`config.mk`:
```
export PLATFORM = sky130hd
export DESIGN_NAME = timer_oc_channel
export DESIGN_NICKNAME = d
export VERILOG_FILES = /design/src/rtl/timer_oc_channel.sv
export SDC_FILE = /design/constraint.sdc
export NUM_CORES = 1
export LEC_CHECK = 0
export BUFFER_PORTS_ARGS = -buffer_cell sky130_fd_sc_hd__buf_2
export CAP_MARGIN = 0
export CORE_ASPECT_RATIO = 1.2
export CORE_MARGIN = 5
export CORE_UTILIZATION = 56
export CTS_CLUSTER_DIAMETER = 80
export DETAILED_ROUTE_END_ITERATION = 8
export PLACE_DENSITY = 0.78
export SETUP_SLACK_MARGIN = 0.02
export SYNTH_ARGS = -nofsm -noshare
export SYNTH_HDL_FRONTEND = slang
export SYNTH_SLANG_ARGS = --single-unit
```
`constraint.sdc`:
```
create_clock -name clk -period 3.4 [get_ports clk]
set_clock_uncertainty 0.15 [all_clocks]
set_input_delay 0 -clock clk [delete_from_list [all_inputs] [get_ports clk]]
set_output_delay 0 -clock clk [all_outputs]
set_load 0.03 [all_outputs]
```
`src/rtl/timer_oc_channel.sv`:
```
module timer_oc_channel #(
  parameter int CW = 16
) (
  input  logic          clk,
  input  logic          rst_n,
  input  logic          wr_en,
  input  logic [2:0]    wr_addr,
  input  logic [CW-1:0] wr_data,
  input  logic [2:0]    rd_addr,
  output logic [CW-1:0] rd_data,
  output logic          ocref_o,
  output logic          pin_o,
  output logic          irq_o,
  output logic          dma_req_o
);

  localparam logic [2:0] A_CTRL = 3'd0, A_PSC = 3'd1, A_RLD = 3'd2, A_CMP = 3'd3,
                         A_CH = 3'd4, A_REQ = 3'd5, A_STAT = 3'd6, A_CNT = 3'd7;

  typedef enum logic [2:0] {
    M_FROZEN, M_SET, M_CLR, M_TGL, M_LOW, M_HIGH, M_PWM1, M_PWM2
  } mode_t;

  logic          run_q, down_q, oen_q, irqen_q, dmaen_q, flag_q, ocq, dma_q;
  logic [1:0]    dir_q;
  mode_t         mode_q;
  logic [CW-1:0] psc_q, rld_q, cmp_q, pcnt_q, cnt_q, cnt_nxt;
  logic          tick, match, pwm1, lvl;

  wire wr_ctrl = wr_en && wr_addr == A_CTRL;
  wire wr_psc  = wr_en && wr_addr == A_PSC;
  wire wr_rld  = wr_en && wr_addr == A_RLD;
  wire wr_cmp  = wr_en && wr_addr == A_CMP;
  wire wr_ch   = wr_en && wr_addr == A_CH;
  wire wr_req  = wr_en && wr_addr == A_REQ;
  wire wr_stat = wr_en && wr_addr == A_STAT;

  always_ff @(posedge clk or negedge rst_n) begin
    if (!rst_n) begin
      run_q   <= 1'b0;
      down_q  <= 1'b0;
      psc_q   <= '0;
      rld_q   <= '0;
      cmp_q   <= '0;
      dir_q   <= 2'b00;
      mode_q  <= M_FROZEN;
      oen_q   <= 1'b0;
      irqen_q <= 1'b0;
      dmaen_q <= 1'b0;
    end else begin
      if (wr_ctrl) begin
        run_q  <= wr_data[0];
        down_q <= wr_data[1];
      end
      if (wr_psc) psc_q <= wr_data;
      if (wr_rld) rld_q <= wr_data;
      if (wr_cmp) cmp_q <= wr_data;
      if (wr_ch) begin
        mode_q <= mode_t'(wr_data[4:2]);
        oen_q  <= wr_data[5];
        if (!oen_q) dir_q <= wr_data[1:0];
      end
      if (wr_req) begin
        irqen_q <= wr_data[0];
        dmaen_q <= wr_data[1];
      end
    end
  end

  assign tick = run_q && (pcnt_q == psc_q);

  always_comb begin
    cnt_nxt = cnt_q;
    if (tick) begin
      if (down_q) cnt_nxt = (cnt_q == '0) ? rld_q : cnt_q - 1'b1;
      else        cnt_nxt = (cnt_q >= rld_q) ? '0 : cnt_q + 1'b1;
    end
  end

  assign match = tick && (cnt_nxt == cmp_q);

  always_ff @(posedge clk or negedge rst_n) begin
    if (!rst_n) begin
      pcnt_q <= '0;
      cnt_q  <= '0;
    end else begin
      pcnt_q <= (!run_q || tick) ? '0 : pcnt_q + 1'b1;
      cnt_q  <= cnt_nxt;
    end
  end

  assign pwm1 = down_q ? (cnt_q <= cmp_q) : (cnt_q < cmp_q);

  always_comb begin
    case (mode_q)
      M_LOW:   lvl = 1'b0;
      M_HIGH:  lvl = 1'b1;
      M_PWM1:  lvl = pwm1;
      M_PWM2:  lvl = !pwm1;
      default: lvl = ocq;
    endcase
  end

  always_ff @(posedge clk or negedge rst_n) begin
    if (!rst_n) begin
      ocq    <= 1'b0;
      flag_q <= 1'b0;
      dma_q  <= 1'b0;
    end else begin
      case (mode_q)
        M_FROZEN: ocq <= ocq;
        M_SET:    if (match) ocq <= 1'b1;
        M_CLR:    if (match) ocq <= 1'b0;
        M_TGL:    if (match) ocq <= !ocq;
        default:  ocq <= lvl;
      endcase
      if (match)                      flag_q <= 1'b1;
      else if (wr_stat && !wr_data[0]) flag_q <= 1'b0;
      dma_q <= match && dmaen_q;
    end
  end

  assign ocref_o   = lvl;
  assign pin_o     = oen_q && (dir_q == 2'b00) && lvl;
  assign irq_o     = flag_q && irqen_q;
  assign dma_req_o = dma_q;

  always_comb begin
    rd_data = '0;
    case (rd_addr)
      A_CTRL: rd_data[1:0] = {down_q, run_q};
      A_PSC:  rd_data = psc_q;
      A_RLD:  rd_data = rld_q;
      A_CMP:  rd_data = cmp_q;
      A_CH:   rd_data[5:0] = {oen_q, mode_q, dir_q};
      A_REQ:  rd_data[1:0] = {dmaen_q, irqen_q};
      A_STAT: rd_data[0] = flag_q;
      default: rd_data = cnt_q;
    endcase
  end

  AST_CNT_HOLD: assert property (@(posedge clk) disable iff (!rst_n)
    !tick |=> $stable(cnt_q));
  AST_UP_WRAP: assert property (@(posedge clk) disable iff (!rst_n)
    (tick && !down_q && cnt_q >= rld_q) |=> cnt_q == '0);
  AST_DOWN_RELOAD: assert property (@(posedge clk) disable iff (!rst_n)
    (tick && down_q && cnt_q == '0) |=> cnt_q == $past(rld_q));
  AST_FLAG_STICKY: assert property (@(posedge clk) disable iff (!rst_n)
    (flag_q && !(wr_stat && !wr_data[0])) |=> flag_q);
  AST_SET_ON_MATCH: assert property (@(posedge clk) disable iff (!rst_n)
    (match && mode_q == M_SET) |=> ocq);
  AST_DIR_LOCK: assert property (@(posedge clk) disable iff (!rst_n)
    oen_q |=> $stable(dir_q));
  AST_DMA_FLAG: assert property (@(posedge clk) disable iff (!rst_n)
    dma_req_o |-> flag_q);

endmodule

```
* Word level (Yosys, flattened, before mapping)
Cells that the tools add are included.
** Word-level totals
- Output and inout bits :: 20
- Memory bits (writable) :: 0
- Memories kept :: 0
- Bits of input ports :: 25
- ROM bits :: 0
- Latch bits :: 0
- Word-level logic and storage cells :: 93
- Register bits :: 93
** Operators by class
- Divide/modulo/power cells :: 0
- Add/sub/neg operators :: 3
- Order comparisons :: 3
- Eq/ne operators :: 24
- $mul :: 0
- Bitwise operators :: 2
- Shift operators :: 0
- Muxes and demuxes :: 17
- Reductions and logical operators :: 29
** Operator list (number)
- 16-bit 2-to-1 mux :: 5
- 10-bit case mux with 4 select lines :: 1
- 16-bit by 1-bit adder with 16-bit output, second input constant :: 2
- 16-bit == test :: 2
- 3-bit == test, second input constant :: 10
- 4-bit case mux with 5 select lines :: 1
- 3-bit by 2-bit == test with 1-bit output, second input constant :: 6
- 16-bit greater-or-equal comparator :: 1
- 16-bit <= comparator :: 1
- 16-bit zero test :: 1
- 16-bit less-than comparator :: 1
- 16-bit by 1-bit subtractor with 16-bit output, second input constant :: 1
- 1-bit logical AND :: 14
- 1-bit case mux with 7 select lines :: 2
- 3-bit by 1-bit == test with 1-bit output, second input constant :: 3
- 3-bit zero test :: 3
- 1-bit case mux with 4 select lines :: 2
- 1-bit 2-to-1 mux :: 6
- 2-bit != test, second input constant :: 3
- 1-bit zero test :: 4
- 4-bit AND reduction :: 1
- 4-bit OR reduction :: 1
- 3-bit OR reduction :: 1
- 2-bit zero test :: 1
- other kinds (4) :: 5

* Depth between registers and ports, before layout
- Depth after elaboration :: 8
- Gate-level depth with buffers :: 14
- Gate-level depth less buffers :: 12

* Worst setup path after synthesis
Ideal clock, no wire load.
- Path type :: flip-flop to flip-flop
- Start point :: reg cnt_q[1]
- End point :: reg ocq
- Required time :: 3.120 ns
- Slack :: -0.089 ns
- Setup time :: 0.130 ns
- Buffers on the path :: 0
- Arrival time :: 3.209 ns
- Cell stages (with the launch flop) :: 12
- Period minus slack after synthesis :: 3.489 ns
- Path through :: dfrtp_1 > ha_1 > nor2b_1 > o211a_1 > o311ai_1 > nand3_1 > or4_1 > nand3_1 > xnor2_1 > nor4_2 > a31oi_1 > nand3b_1
** On the way
- Cells in the longest elaborated chain, start to end :: 8
- Elaborated cells on any way between the ends :: 20
- Classes of those cells :: add/sub (2); order compare (3); eq/ne (4); mux (7); reduce/logical (4)
** RTL lines
- from (decl) :: line 27 : logic [CW-1:0] psc_q, rld_q, cmp_q, pcnt_q, cnt_q, cnt_nxt;
- from (signal assigned) :: line 88 : cnt_q <= cnt_nxt;
- 16-bit by 1-bit adder with 16-bit output, or another cell as far along :: line 76 : else cnt_nxt = (cnt_q >= rld_q) ? '0 : cnt_q + 1'b1;
- 16-bit 2-to-1 mux, on equally long branches :: line 76, 75
- 16-bit 2-to-1 mux * :: line 75 : if (down_q) cnt_nxt = (cnt_q == '0) ? rld_q : cnt_q - 1'b1;
- 16-bit 2-to-1 mux * :: line 74 : if (tick) begin
- net cnt_nxt[11] :: line 27
- 16-bit == test * :: line 80 : assign match = tick && (cnt_nxt == cmp_q);
- 1-bit logical AND * :: line 80
- 2-bit != test (no line)
- 4-bit AND reduction (no line) *
- to (signal assigned) :: line 111 : M_FROZEN: ocq <= ocq;
- to (signal assigned) :: line 114 : M_TGL: if (match) ocq <= !ocq;
- to (signal assigned) :: line 115 : default: ocq <= lvl;
- to (decl) :: line 24 : logic run_q, down_q, oen_q, irqen_q, dmaen_q, flag_q, ocq, dma_q;
Mark *: on every way through the listed nets, which the timed path passes. The rest lies on a longest branch.
A chain may end at the register's enable or synchronous reset.

* Final worst setup path
- Start point :: reg rld_q[13]
- End point :: reg ocq
** On the way
- Cells in the longest elaborated chain, start to end :: 8
- Elaborated cells on any way between the ends :: 11
- Classes of those cells :: order compare (1); eq/ne (4); mux (4); reduce/logical (2)
** RTL lines
- from (decl) :: line 27
- from (signal assigned) :: line 56 : if (wr_rld) rld_q <= wr_data;
- 16-bit greater-or-equal comparator :: line 76
- 16-bit 2-to-1 mux :: line 76
- 16-bit 2-to-1 mux * :: line 75
- 16-bit 2-to-1 mux * :: line 74
- 16-bit == test * :: line 80
- 1-bit logical AND * :: line 80
- 2-bit != test (no line)
- 4-bit AND reduction (no line) *
Every way passes the cells marked *; elsewhere a longest branch is shown, timed or not.

==> run metrics <==
unrepaired setup endpoints after global routing true; Gate power share 47.3%; H-tree depth 3; vias in the first global route 6809; CP required 3.47 ns; Placement Cell Area 7770 sq um; Final Cycle Share 105%; Setup Total Neg Slack -0.424 ns; Final ANT Viol Nets 0; Post-synth EDFFs 0; CTS tree yes; maximum clock rate 280 MHz; post-synthesis async set-or-reset flop share 100%; min cycle time layout 3.57 ns; largest net degree at the start of global routing 57; global-route wire length before repair 36300 microns; share of post-route cells with drive strength above 1 31.1%; Peak VDD IR 0.381 mV; Top Ports 45; Worst Hold Class input pin to asynchronous set/reset pin; drt total wl 23400 microns; worst-path fanout max 8; type of origin of the critical path flop; Yosys reg bits 93; syn_area_per_cell 8.86 sq um; Seq pwr share 31.7%; Pleak 3.89 nW; Pint 2.88 mW; Iteration-0 DRC Markers 735; clock group share of total power 21.0%; Post-Syn Instances 752; sequential share of the synthesized area 34.9%; row cnt 43; Vias 6820; die footprint 14200 sq um; drt first pass iters 6; clock transition at the registers of the reported paths 0.08 ns; antenna cells 0; worst hold margin 0.117 ns; CTS Sinks 93; core area 11600 sq um; initial antenna violation count 0; die height 130 microns; port buffer count 44; Final HPWL DP 17100 microns; Initial Util 57.4%; Cell variety after synth 72; Max-Cap Viols 0; P&R area growth vs syn 31.1%; Critical R2R Launch rld_q[13]; gr usage total 33.5%; Syn Nets 813; Post-synth top flop dfrtp_1; Root Driver clkbuf_16; WL per Instance 21.9 microns; Crit. End Element flop; final net count 970; pwr/cell area 551 nW/um^2; Slew Viols, Final 0; final worst slack -0.168 ns; Worst EP arrival 3.64 ns; kind of critical path flop to flop; Yosys Warn Count 0; DR vias/cell 6.37; Slew @ Worst Pin 1.07 ns; final routed DRC violation total 0; # setup viols final 4; Finished Cell Area 8740 sq um; Clock Path Buffers 2; Fillers 840; Max-Slew Margin vs Limit 28.5%; Worst-Skew Late Latency 0.35 ns; Sw Share 40.1%; final hold vios 0; gpl congestion 0.995; critical path startpoint rld_q[13]; Num CTS Buffers 9; failing checks setup timing; Switching Power 1.93 mW; grt total ovfl 0; PnR Total Power 4.81 mW; die width 110 microns; status finished with violations; Post-Syn Area 6670 sq um
layout make-up:
class / instances / area, sq um / area share, %
tap: 157 / 196 / 2.25
inverter: 50 / 188 / 2.15
multi-input combinational: 564 / 4270 / 48.9
sequential: 93 / 2330 / 26.7
timing repair buffer: 191 / 1460 / 16.7
clock inverter: 7 / 62.6 / 0.716
clock buffer: 9 / 225 / 2.58
final timing paths:
check | end | slack (ns) | cells past startpoint
setup / recovery | ocq | -0.17 | 16
hold / removal | cnt_q[10] | 0.12 | 2
setup reg to reg | ocq | -0.17 | 16
hold reg to reg | dma_req_o | 0.38 | 2
max in group asynchronous | dma_req_o | 2.17 | 3
min in group clk | rld_q[12] | 0.30 | 4
cells in the final DEF, fill, tap and decap left out, drive strengths merged, types with 4 or more instances in the layout:
master / n
o21a: 6
xor2: 10
nand3b: 5
nand2: 69
dfrtp: 93
and4: 4
a31oi: 5
nand2b: 6
xnor2: 39
a211o: 5
buf: 169
nor4: 12
a22o: 4
a311o: 4
and3: 6
nor3: 17
inv: 54
nor2b: 7
ha: 36
o31a: 4
mux2: 46
o2111ai: 5
a221oi: 6
nor2: 43
a21o: 6
or4: 6
nand3: 18
dlygate4sd3: 21
a22oi: 16
nor3b: 4
clkbuf: 10
nand4: 19
o41ai: 5
or3: 7
o21ai: 67
a21oi: 30
o31ai: 4
what timing repair did:
item | CTS | global route
resized for setup | 21 | 44
hold endpoints to repair | 113 | 0
endpoints found under the setup margin | 5 | 5
pin swaps | 17 | 17
setup buffers | 6 | 6
hold buffers | 21 | 0
cloned | 1 | 1
routing by layer:
metal  share of wire (%)  GRT usage (%)
met2                  48           54.9
met1                  40           43.0
met5                   0              0
met4                 4.8           16.5
met3                 7.4           5.23
synth_stat cells (all sizes together) (7+ instances only):
cell | count | area, sq um
dfrtp | 93 | 2330
nand2 | 69 | 259
o21ai | 67 | 335
inv | 49 | 184
mux2 | 46 | 518
nor2 | 43 | 161
xnor2 | 39 | 342
ha | 36 | 450
clkbuf | 35 | 131
a21oi | 30 | 150
nand4 | 19 | 119
nand3 | 18 | 90.1
nor3 | 17 | 85.1
a22oi | 16 | 120
nor4 | 12 | 81.3
buf | 11 | 71.3
xor2 | 10 | 87.6
nor2b | 7 | 43.8
or3 | 7 | 48.8
cell families (layout without fill, tap and decap cells):
family | Yosys count | in the layout | share of synthesized area, %
AOI/OAI and AO/OA | 197 | 197 | 19.9
xor gates and xnor gates | 49 | 49 | 6.44
adders and majority gates | 36 | 36 | 6.76
buffers and inverters | 96 | 257 | 5.86
DFF | 93 | 93 | 34.9
muxes | 49 | 49 | 8.22
and+or+nand+nor | 232 | 233 | 17.9
power by group through the flow:
stage               Clock, mW  Sequential, mW  Combinational [mW]
finish                   1.01            1.53                2.27
global route             1.08            1.54                2.42
CTS                      1.02            1.51                2.09
detailed placement          0            1.53                1.96
global placement            0            1.52                1.93
floorplan                   0            1.46                1.20
worst max-delay path, stage by stage (launching register included):
cell and delay, ns:
dfrtp_1 0.37, inv_1 0.07, ha_1 0.31, nand4_1 0.17, nor3_1 0.29, a2111oi_2 0.07, buf_4 0.16, buf_4 0.15
and3_1 0.18, buf_6 0.14, and3_4 0.17, buf_4 0.14, nor4_4 0.27, o2111ai_2 0.18, nor4_4 0.36, a31oi_1 0.12
nand3b_1 0.16
through the flow:
step                worst slack [ns]  cells  utilization, %
floorplan                     0.0377    752               -
global placement              -0.174   1020            66.9
detailed placement            -0.251   1020            66.9
CTS                           -0.121   1064            72.5
global route                  -0.252   1071            75.2
finish                        -0.168   1071            75.2
state kept, by name, summed over array words and instances, names as in the netlist, 2 cells and up:
| name | flops |
|---|---|
| cmp_q | 16 |
| cnt_q | 16 |
| dir_q | 2 |
| mode_q | 3 |
| pcnt_q | 16 |
| psc_q | 16 |
| rld_q | 16 |
No activity file was read; power rests on OpenSTA's default activity.
